<file path="config.mk">
export PLATFORM = sky130hd
export DESIGN_NAME = memwin_decoder
export DESIGN_NICKNAME = d
export VERILOG_FILES = /design/src/rtl/memwin_pkg.sv /design/src/rtl/memwin_regs.sv /design/src/rtl/memwin_match.sv /design/src/rtl/memwin_resolve.sv /design/src/rtl/memwin_decoder.sv
export SDC_FILE = /design/constraint.sdc
export NUM_CORES = 1
export LEC_CHECK = 0
export BUFFER_PORTS_ARGS = -buffer_cell sky130_fd_sc_hd__buf_2
export CAP_MARGIN = 10
export CORE_UTILIZATION = 49
export CTS_BUF_LIST = sky130_fd_sc_hd__clkbuf_16
export DETAILED_ROUTE_END_ITERATION = 6
export GPL_TIMING_DRIVEN = 1
export PLACE_DENSITY = 0.78
export SLEW_MARGIN = 10
export SYNTH_ARGS = -nofsm -noshare
export SYNTH_HDL_FRONTEND = slang
export SYNTH_SLANG_ARGS = --single-unit
</file>
<file path="constraint.sdc">
create_clock -name clk -period 2.8 [get_ports clk]
set_input_delay 0.56 -clock clk [delete_from_list [all_inputs] [get_ports clk]]
set_output_delay 0.56 -clock clk [all_outputs]
set_load 0.01 [all_outputs]
</file>
<file path="src/rtl/memwin_pkg.sv">
`timescale 1ns/1ps
package memwin_pkg;
   localparam int BASE_W = 16;
   localparam int SIZE_W = 4;

   typedef enum logic [1:0] {
      ATTR_DFLT    = 2'b00,
      ATTR_NOCACHE = 2'b01,
      ATTR_L1WT    = 2'b10,
      ATTR_L1WB    = 2'b11
   } cache_attr_e;

   typedef struct packed {
      logic [BASE_W-1:0] base;
      logic [SIZE_W-1:0] size;
      logic              en;
      logic              hole;
      logic              lclaim;
      cache_attr_e       attr;
   } win_cfg_t;
endpackage

</file>
<file path="src/rtl/memwin_regs.sv">
`timescale 1ns/1ps
module memwin_regs
   import memwin_pkg::*;
#(
   parameter int         NUM_WIN  = 2,
   parameter logic [7:0] IDX_BASE = 8'h30
) (
   input  logic                     clk,
   input  logic                     rst_n,
   input  logic                     cfg_we,
   input  logic [7:0]               cfg_idx,
   input  logic [7:0]               cfg_wdata,
   output logic [7:0]               cfg_rdata,
   output win_cfg_t [NUM_WIN-1:0]   win_q
);
   localparam logic [5:0] GRP0 = IDX_BASE[7:2];

   for (genvar w = 0; w < NUM_WIN; w++) begin : g_win
      localparam logic [5:0] GRP = GRP0 + 6'(w);
      logic hit_grp;
      assign hit_grp = cfg_we && (cfg_idx[7:2] == GRP);

      always_ff @(posedge clk or negedge rst_n) begin
         if (!rst_n) begin
            win_q[w] <= '0;
         end else if (hit_grp) begin
            case (cfg_idx[1:0])
               2'd0: win_q[w].base[7:0]  <= cfg_wdata;
               2'd1: win_q[w].base[15:8] <= cfg_wdata;
               2'd2: begin
                  win_q[w].attr   <= cache_attr_e'(cfg_wdata[1:0]);
                  win_q[w].lclaim <= cfg_wdata[2];
                  win_q[w].hole   <= cfg_wdata[3];
               end
               default: begin
                  win_q[w].size <= cfg_wdata[SIZE_W-1:0];
                  win_q[w].en   <= cfg_wdata[7];
               end
            endcase
         end
      end
   end

   always_comb begin
      cfg_rdata = '0;
      for (int w = 0; w < NUM_WIN; w++) begin
         if (cfg_idx[7:2] == GRP0 + 6'(w)) begin
            case (cfg_idx[1:0])
               2'd0:    cfg_rdata = win_q[w].base[7:0];
               2'd1:    cfg_rdata = win_q[w].base[15:8];
               2'd2:    cfg_rdata = {4'b0, win_q[w].hole, win_q[w].lclaim, win_q[w].attr};
               default: cfg_rdata = {win_q[w].en, 3'b0, 4'(win_q[w].size)};
            endcase
         end
      end
   end
endmodule

</file>
<file path="src/rtl/memwin_match.sv">
`timescale 1ns/1ps
module memwin_match
   import memwin_pkg::*;
#(
   parameter int NUM_WIN = 2
) (
   input  logic [BASE_W-1:0]        page,
   input  win_cfg_t [NUM_WIN-1:0]   win_q,
   output logic [NUM_WIN-1:0]       hit
);
   for (genvar w = 0; w < NUM_WIN; w++) begin : g_cmp
      logic [BASE_W-1:0] keep;
      assign keep   = {BASE_W{1'b1}} << win_q[w].size;
      assign hit[w] = win_q[w].en && (((page ^ win_q[w].base) & keep) == '0);
   end
endmodule

</file>
<file path="src/rtl/memwin_resolve.sv">
`timescale 1ns/1ps
module memwin_resolve
   import memwin_pkg::*;
#(
   parameter int NUM_WIN = 2,
   parameter int ADDR_W  = 32
) (
   input  logic [ADDR_W-1:0]        addr,
   input  logic [ADDR_W-1:0]        dram_top,
   input  logic                     dflt_wb,
   input  logic                     ext_local,
   input  win_cfg_t [NUM_WIN-1:0]   win_q,
   input  logic [NUM_WIN-1:0]       hit,
   output logic                     dram_sel,
   output logic                     local_claim,
   output logic                     l1_cache,
   output logic                     l2_cache,
   output logic                     l1_wb
);
   win_cfg_t    sel;
   logic        any;
   logic        in_dram;
   logic        hole;
   cache_attr_e attr;

   always_comb begin
      any = 1'b0;
      sel = '0;
      for (int w = NUM_WIN - 1; w >= 0; w--) begin
         if (hit[w]) begin
            any = 1'b1;
            sel = win_q[w];
         end
      end
   end

   assign in_dram = addr < dram_top;
   assign hole    = any && sel.hole;
   assign attr    = any ? sel.attr : ATTR_DFLT;

   assign dram_sel    = in_dram && !hole;
   assign local_claim = (any && sel.lclaim) || ext_local;
   assign l2_cache    = in_dram && !hole && (attr != ATTR_NOCACHE);

   always_comb begin
      l1_cache = in_dram;
      l1_wb    = dflt_wb;
      case (attr)
         ATTR_NOCACHE: l1_cache = 1'b0;
         ATTR_L1WT: begin l1_cache = 1'b1; l1_wb = 1'b0; end
         ATTR_L1WB: begin l1_cache = 1'b1; l1_wb = 1'b1; end
         default: ;
      endcase
      if (hole) l1_cache = 1'b0;
   end
endmodule

</file>
<file path="src/rtl/memwin_decoder.sv">
`timescale 1ns/1ps
module memwin_decoder
   import memwin_pkg::*;
#(
   parameter int         NUM_WIN  = 2,
   parameter int         ADDR_W   = 32,
   parameter int         GRAN_LSB = 16,
   parameter logic [7:0] IDX_BASE = 8'h30
) (
   input  logic               clk,
   input  logic               rst_n,
   input  logic               cfg_we,
   input  logic [7:0]         cfg_idx,
   input  logic [7:0]         cfg_wdata,
   output logic [7:0]         cfg_rdata,
   input  logic [ADDR_W-1:0]  addr,
   input  logic [ADDR_W-1:0]  dram_top,
   input  logic               dflt_wb,
   input  logic               ext_local,
   output logic [NUM_WIN-1:0] cs_o,
   output logic               dram_sel,
   output logic               local_claim,
   output logic               l1_cache,
   output logic               l2_cache,
   output logic               l1_wb
);
   localparam int PAGE_W = ADDR_W - GRAN_LSB;

   if (PAGE_W != BASE_W) begin : g_bad_width
      $error("memwin_decoder: ADDR_W - GRAN_LSB must equal the two-byte base field");
   end
   if (NUM_WIN < 1 || NUM_WIN > 4) begin : g_bad_count
      $error("memwin_decoder: NUM_WIN must be 1 to 4");
   end
   if (IDX_BASE[1:0] != 2'b00) begin : g_bad_index
      $error("memwin_decoder: IDX_BASE must be a multiple of 4");
   end

   win_cfg_t [NUM_WIN-1:0] win_q;

   memwin_regs #(.NUM_WIN(NUM_WIN), .IDX_BASE(IDX_BASE)) u_regs (
      .clk(clk), .rst_n(rst_n), .cfg_we(cfg_we), .cfg_idx(cfg_idx),
      .cfg_wdata(cfg_wdata), .cfg_rdata(cfg_rdata), .win_q(win_q)
   );

   memwin_match #(.NUM_WIN(NUM_WIN)) u_match (
      .page(addr[ADDR_W-1:GRAN_LSB]), .win_q(win_q), .hit(cs_o)
   );

   memwin_resolve #(.NUM_WIN(NUM_WIN), .ADDR_W(ADDR_W)) u_resolve (
      .addr(addr), .dram_top(dram_top), .dflt_wb(dflt_wb), .ext_local(ext_local),
      .win_q(win_q), .hit(cs_o), .dram_sel(dram_sel), .local_claim(local_claim),
      .l1_cache(l1_cache), .l2_cache(l2_cache), .l1_wb(l1_wb)
   );
endmodule

</file>
==> results of run 1 <==
-- layout make-up --
class	count	area share, %
Multi-Input combinational cell	263	50.81
Clock inverter	2	0.6647
Sequential cell	50	24.69
Tap cell	99	2.437
Inverter	35	2.683
Timing Repair Buffer	141	16.25
Clock buffer	5	2.462
-- worst max-delay path: stages (launching register included) --
cell and delay [ps]:
dfrtp_2 470, o21ai_0 290, a21oi_1 110, o21ai_0 360
or3_4 240, inv_4 50, a211o_1 330, and4b_1 260
buf_2 120
-- path summary, 6_finish.rpt --
path | startpoint | endpoint | slack [ps] | cells after the start
setup / recovery | u_regs.win_q[6] | l2_cache | -290 | 8
hold / removal | rst_n | u_regs.win_q[41] | 60 | 1
setup reg to reg | u_regs.win_q[15] | u_regs.win_q[15] | 1740 | 3
hold reg to reg | u_regs.win_q[13] | u_regs.win_q[13] | 550 | 1
max in group asynchronous | rst_n | u_regs.win_q[20] | 2220 | 2
min in group clk | cfg_wdata[5] | u_regs.win_q[14] | 550 | 2
-- where the power goes --
part	leakage [nW]	internal, mW	switching [mW]
clock	0.0773	0.413	0.248
combinational	1.82	0.236	0.214
sequential	0.681	0.758	0.0466
total	2.58	1.41	0.509
-- layer usage --
layer / wire, microns / vias to the layer above / GRT usage (%)
met5: 0 / - / 0
met4: 172 / 0 / 8.602
met1: 4642 / 1680 / 35.93
li1: - / 1592 / -
met2: 5518 / 133 / 47.01
met3: 635 / 18 / 4.798
-- synth_stat cells (all sizes together) (2+ instances only) --
library cell / instances / area share (%)
and3: 2 / 0.33
o21ai: 14 / 1.8
a211oi: 2 / 0.39
nand2: 13 / 1.3
or2: 2 / 0.33
dfrtp: 50 / 33
nand4: 6 / 0.98
nand3: 5 / 0.66
ha: 31 / 10
inv: 35 / 3.5
a221oi: 3 / 0.69
mux2: 51 / 15
mux2i: 4 / 1.0
nand3b: 4 / 0.79
o211ai: 3 / 0.59
nor3b: 6 / 1.4
a31oi: 2 / 0.33
a21o: 13 / 2.6
a21oi: 15 / 2.0
nor2: 11 / 1.1
buf: 7 / 0.92
xnor2: 20 / 4.6
nor3: 3 / 0.52
or3: 4 / 0.66
a2111oi: 2 / 0.46
clkbuf: 6 / 0.59
mux4: 11 / 6.5
nand2b: 2 / 0.33
a22oi: 2 / 0.39
xor2: 12 / 2.8
-- metrics by stage --
stage / setup TNS (ps) / instance area (sq um) / setup slack [ps]
floorplan: 0 / 3819 / 6.284
global placement: -1605 / 4681 / -362.7
detailed placement: -1973 / 4681 / -442.5
CTS: -1075 / 4985 / -297.2
global route: -1497 / 5082 / -341.2
finish: -1081 / 5082 / -287.2
-- logic make-up (layout without fill, tap and decap cells) --
family / Yosys count / count (layout) / synth area share [%]
AOI/OAI and AO/OA: 68 / 68 / 11.99
xor gates and xnor gates: 32 / 32 / 7.339
adders and majority gates: 32 / 32 / 10.45
buffers and inverters: 48 / 183 / 5.013
DFF: 50 / 50 / 32.77
muxes: 66 / 66 / 22.58
and+or+nand+nor: 65 / 65 / 9.863
-- what timing repair did --
item,4_1_cts,5_1_grt
pin swaps,18,12
hold buffers,0,0
buffers inserted,1,1
setup endpoints to repair,6,5
gates resized for setup,29,15
==> impl_metrics.toml, run 1 <==
[status]
status = "finished, violations left"
violations = "negative setup slack"

[sta]
worst_slew_pin_slew_ps = 555.1
clock_skew_ps = 0
slew_headroom_pct = 62.99
grt_setup_unrepaired = "yes"
whs_ps = 55.98
period_needed_ps = 3087
finalHoldViolations = 0
setup_ws_ps = -287.2
setup_viol = 5
max_freq_mhz = 323.9
layout_worst_path_cycle_share_pct = 110.3
report.final.slew_viol_count = 0

[worst_setup_path]
critPathCaptureType = "primary output"
cp.required_ps = 2240
cp_max_fo = 9
startpoint_type = "flip-flop"
worst-setup-path-type = "flip-flop to primary output"
critPathArrivalTime_ps = 2530

[yosys]
synthArstFlopShare_pct = 100.0
synth_cell_types = 55
syn_avg_cell_area_sq_um = 10.58
synth_area_sq_mm = 0.003819
ys_ff_latch = 50
ys_warn_count = 0
syn-num-nets = 477
synth-edff-count = 0
synthCells = 361
ys_seq_area_share_pct = 32.77
ys.flop_type = "dfrtp_1"

[clock_tree]
clock_latency_ps = 290
cts.sinks = 50
clock_path_buffers = 2
htree_levels = 2
cts_buffers = 5
clkSlewWorstSetupHoldPaths_ps = 60
cts_tree = "yes"
cts_root_buf = "clkbuf_16"

[run]
drv_cap = 0

[global_routing]
antenna_found_initial = 0
grt_pass1_wl_microns = 17680
grt_usage_pct = 27.65
grt_max_degree = 28
grt_pass1_vias = 3661
grt-ovfl-total = 0

[final_layout]
finalNetCount = 612
num_antenna_cells = 0
syn_to_final_growth_pct = 33.09
nFillCells = 579
reg_top3 = "u_regs.win_q x50"
regArea_sq_mm = 0.001255
largest_reg_flops = 50
multi_input_area_sq_mm = 0.002582
final_common_cell = "buf_2"
drive_above_1_share_pct = 50.20
instances_no_fill = 595
final_core_util_pct = 68.60
final_cell_mix = "96 x buf_2, 51 x mux2_2, 47 x dfrtp_1, 43 x buf_4, 30 x inv_1"
largest-register = "u_regs.win_q"

[die]
fp.coreArea_sq_mm = 0.007408
initial_utilization_pct = 51.55
die_area_sq_mm = 0.008150
die_h_microns = 90.28
ios = 100
die_w_microns = 90.28
rows = 31

[route]
wl_per_cell_microns = 18.44
vias = 3423
viasPerCell = 5.753
drt_iter0_drc = 296
drcViolationCount = 0
wirelength_microns = 10970
drt_pre_antenna_iters = 4
route.antenna.remaining_nets = 0

[placed_design]
dp_cells = 586
portBuffers = 99
gp_congestion = 0.9755
place_hpwl_microns = 8394

[power_and_ir_drop]
power.total_mw = 1.916
irDropWorstVdd_uv = 244.8
p_per_area_mw_per_mm2 = 377.0
p_leak_nw = 2.583

[worst_hold_path]
hp-class = "input port to async pin"
No activity file was read; power rests on OpenSTA's default activity.
==> inputs of run 2 (changes only) <==
==> constraint.sdc (replaced) <==
create_clock -name clk -period 2.7 [get_ports clk]
set_input_delay 0.54 -clock clk [delete_from_list [all_inputs] [get_ports clk]]
set_output_delay 0.54 -clock clk [all_outputs]
set_load 0.01 [all_outputs]
==> impl_metrics.toml, run 2 (same netlist as run 1, synthesis figures left out) <==
[sta]
setup_viol = 6
max_freq_mhz = 322.4
report.final.slew_viol_count = 0
finalHoldViolations = 0
setup_ws_ps = -401.7
worst_slew_pin_slew_ps = 654.3
clock_skew_ps = 0
period_needed_ps = 3102
grt_setup_unrepaired = "yes"
layout_worst_path_cycle_share_pct = 114.9
slew_headroom_pct = 56.38

[run]
drv_cap = 0

[power_and_ir_drop]
power_frac_seq_pct = 43.6
irDropWorstVdd_uv = 246.4
p_per_area_mw_per_mm2 = 376.3
switching_share_pct = 28.40
comb_power_share_pct = 24.3
p_leak_nw = 2.622
p_sw_mw = 0.5438
p_int_mw = 1.371
p_clk_share_pct = 32.1
power.total_mw = 1.915

[route]
wl_per_cell_microns = 17.74
viasPerCell = 5.856
drcViolationCount = 0
wirelength_microns = 10730
vias = 3543
drt_iter0_drc = 259
drt_pre_antenna_iters = 5
route.antenna.remaining_nets = 0

[final_layout]
drive_above_1_share_pct = 50.00
num_antenna_cells = 0
final_cell_mix = "97 x buf_2, 52 x buf_4, 51 x mux2_2, 48 x dfrtp_1, 30 x inv_1"
finalNetCount = 621
largest-register = "u_regs.win_q"
largest_reg_flops = 50
reg_top3 = "u_regs.win_q x50"
final_core_util_pct = 68.69
final_common_cell = "buf_2"
fin_area_sq_mm = 0.005089
syn_to_final_growth_pct = 33.26

[clock_tree]
cts_buffers = 5
cts_root_buf = "clkbuf_16"
clock_latency_ps = 290
clock_path_buffers = 2
cts.sinks = 50
clkSlewWorstSetupHoldPaths_ps = 60
htree_levels = 2
cts_tree = "yes"

[worst_setup_path]
critPathMaxStageDelay_ps = 390
path_cells = "buf_2 > buf_4 > ha_1 > a21o_1 > a21oi_1 > nor3_1 > or3_4 > a211o_1 > and4b_1 > buf_2"
critPathCaptureType = "primary output"
rr_startpoint = "u_regs.win_q[16]"
worst-path-buf-inv = 3
critPathArrivalTime_ps = 2560
cp.required_ps = 2160
cpMaxStageDelayCell = "or3_4"
startpoint_type = "input port"
cp_max_fo = 3
crit_family = "simple AND/OR/NAND/NOR gates"
worst-setup-path-type = "input port to primary output"
path_common_cell = "buf_2"
setup.worst_path.start = "addr[22]"

[status]
violations = "negative setup slack"
status = "finished, violations left"

[placed_design]
portBuffers = 99
preCtsSetupSlack_ps = -478.3
placed_area_sq_mm = 0.004801
gp_congestion = 0.9538
place_hpwl_microns = 8204

[worst_hold_path]
hp-class = "input port to async pin"

[global_routing]
grt-ovfl-total = 0
grt_pass1_wl_microns = 17200
antenna_found_initial = 0
grt_pass1_vias = 3571
grt_usage_pct = 26.64
grt_max_degree = 30

[die]
fp.coreArea_sq_mm = 0.007408
ios = 100
die_h_microns = 90.28
rows = 31
initial_utilization_pct = 51.55
die_w_microns = 90.28
die_area_sq_mm = 0.008150
## run 2: cell types whose count changed in the layout (fill, tap and decap cells not counted), sizes merged
cell,previous run,this run
buf,141,150
clkinvlp,0,1
clkinv,1,2
bufinv,1,0
## run 2: layout make-up
cell class | instances | area, sq um
multi-input combinational | 263 | 2534
fill | 569 | 2320
sequential | 50 | 1254
timing repair buffer | 150 | 887.1
inverter | 35 | 148.9
clock buffer | 5 | 125.1
tap | 99 | 123.9
clock inverter | 3 | 16.27
## run 2: routing by layer
| layer | vias up | share of wire [%] | global-route usage (%) |
|---|---|---|---|
| met5 | - | 0 | 0 |
| met4 | 0 | 3.0 | 10.75 |
| met3 | 27 | 7.5 | 3.535 |
| met2 | 174 | 47 | 42.56 |
| met1 | 1725 | 42 | 36.66 |
| li1 | 1617 | - | - |
## run 2: power groups by stage
stage / Clock [mW] / Combinational, mW / Sequential, mW
floorplan: 0 / 0.241 / 0.824
global placement: 0 / 0.415 / 0.843
detailed placement: 0 / 0.428 / 0.845
CTS: 0.615 / 0.448 / 0.832
global route: 0.650 / 0.512 / 0.839
finish: 0.614 / 0.465 / 0.835
## run 2: worst paths after layout
check,end,slack (ps),cells after the start
setup reg to reg,u_regs.win_q[16],1630,3
hold / removal,u_regs.win_q[49],280,1
hold reg to reg,u_regs.win_q[4],550,1
max in group asynchronous,u_regs.win_q[8],1790,2
min in group clk,u_regs.win_q[22],520,2
setup / recovery,l2_cache,-400,10
## run 2: through the flow
stage | hold WS, ps | instances | TNS, ps
floorplan | 244.4 | 361 | -28.04
detailed placement | 526.3 | 594 | -2098
CTS | 292.2 | 603 | -1538
global route | 314.4 | 605 | -2161
global placement | 513.9 | 594 | -1900
finish | 278.1 | 605 | -1710
## run 2: timing repair
| action | CTS | global route |
|---|---|---|
| buffers inserted | 1 | 2 |
| setup endpoints to repair | 7 | 7 |
| cloned | 0 | 0 |
| pin swaps | 7 | 11 |
| resized for setup | 15 | 10 |
| hold buffers | 0 | 0 |
## run 2: worst reg2reg max path, cell delays in order (launching register included)
cell,delay (ps)
dfrtp_1,430
buf_4,160
buf_4,120
mux2_2,250
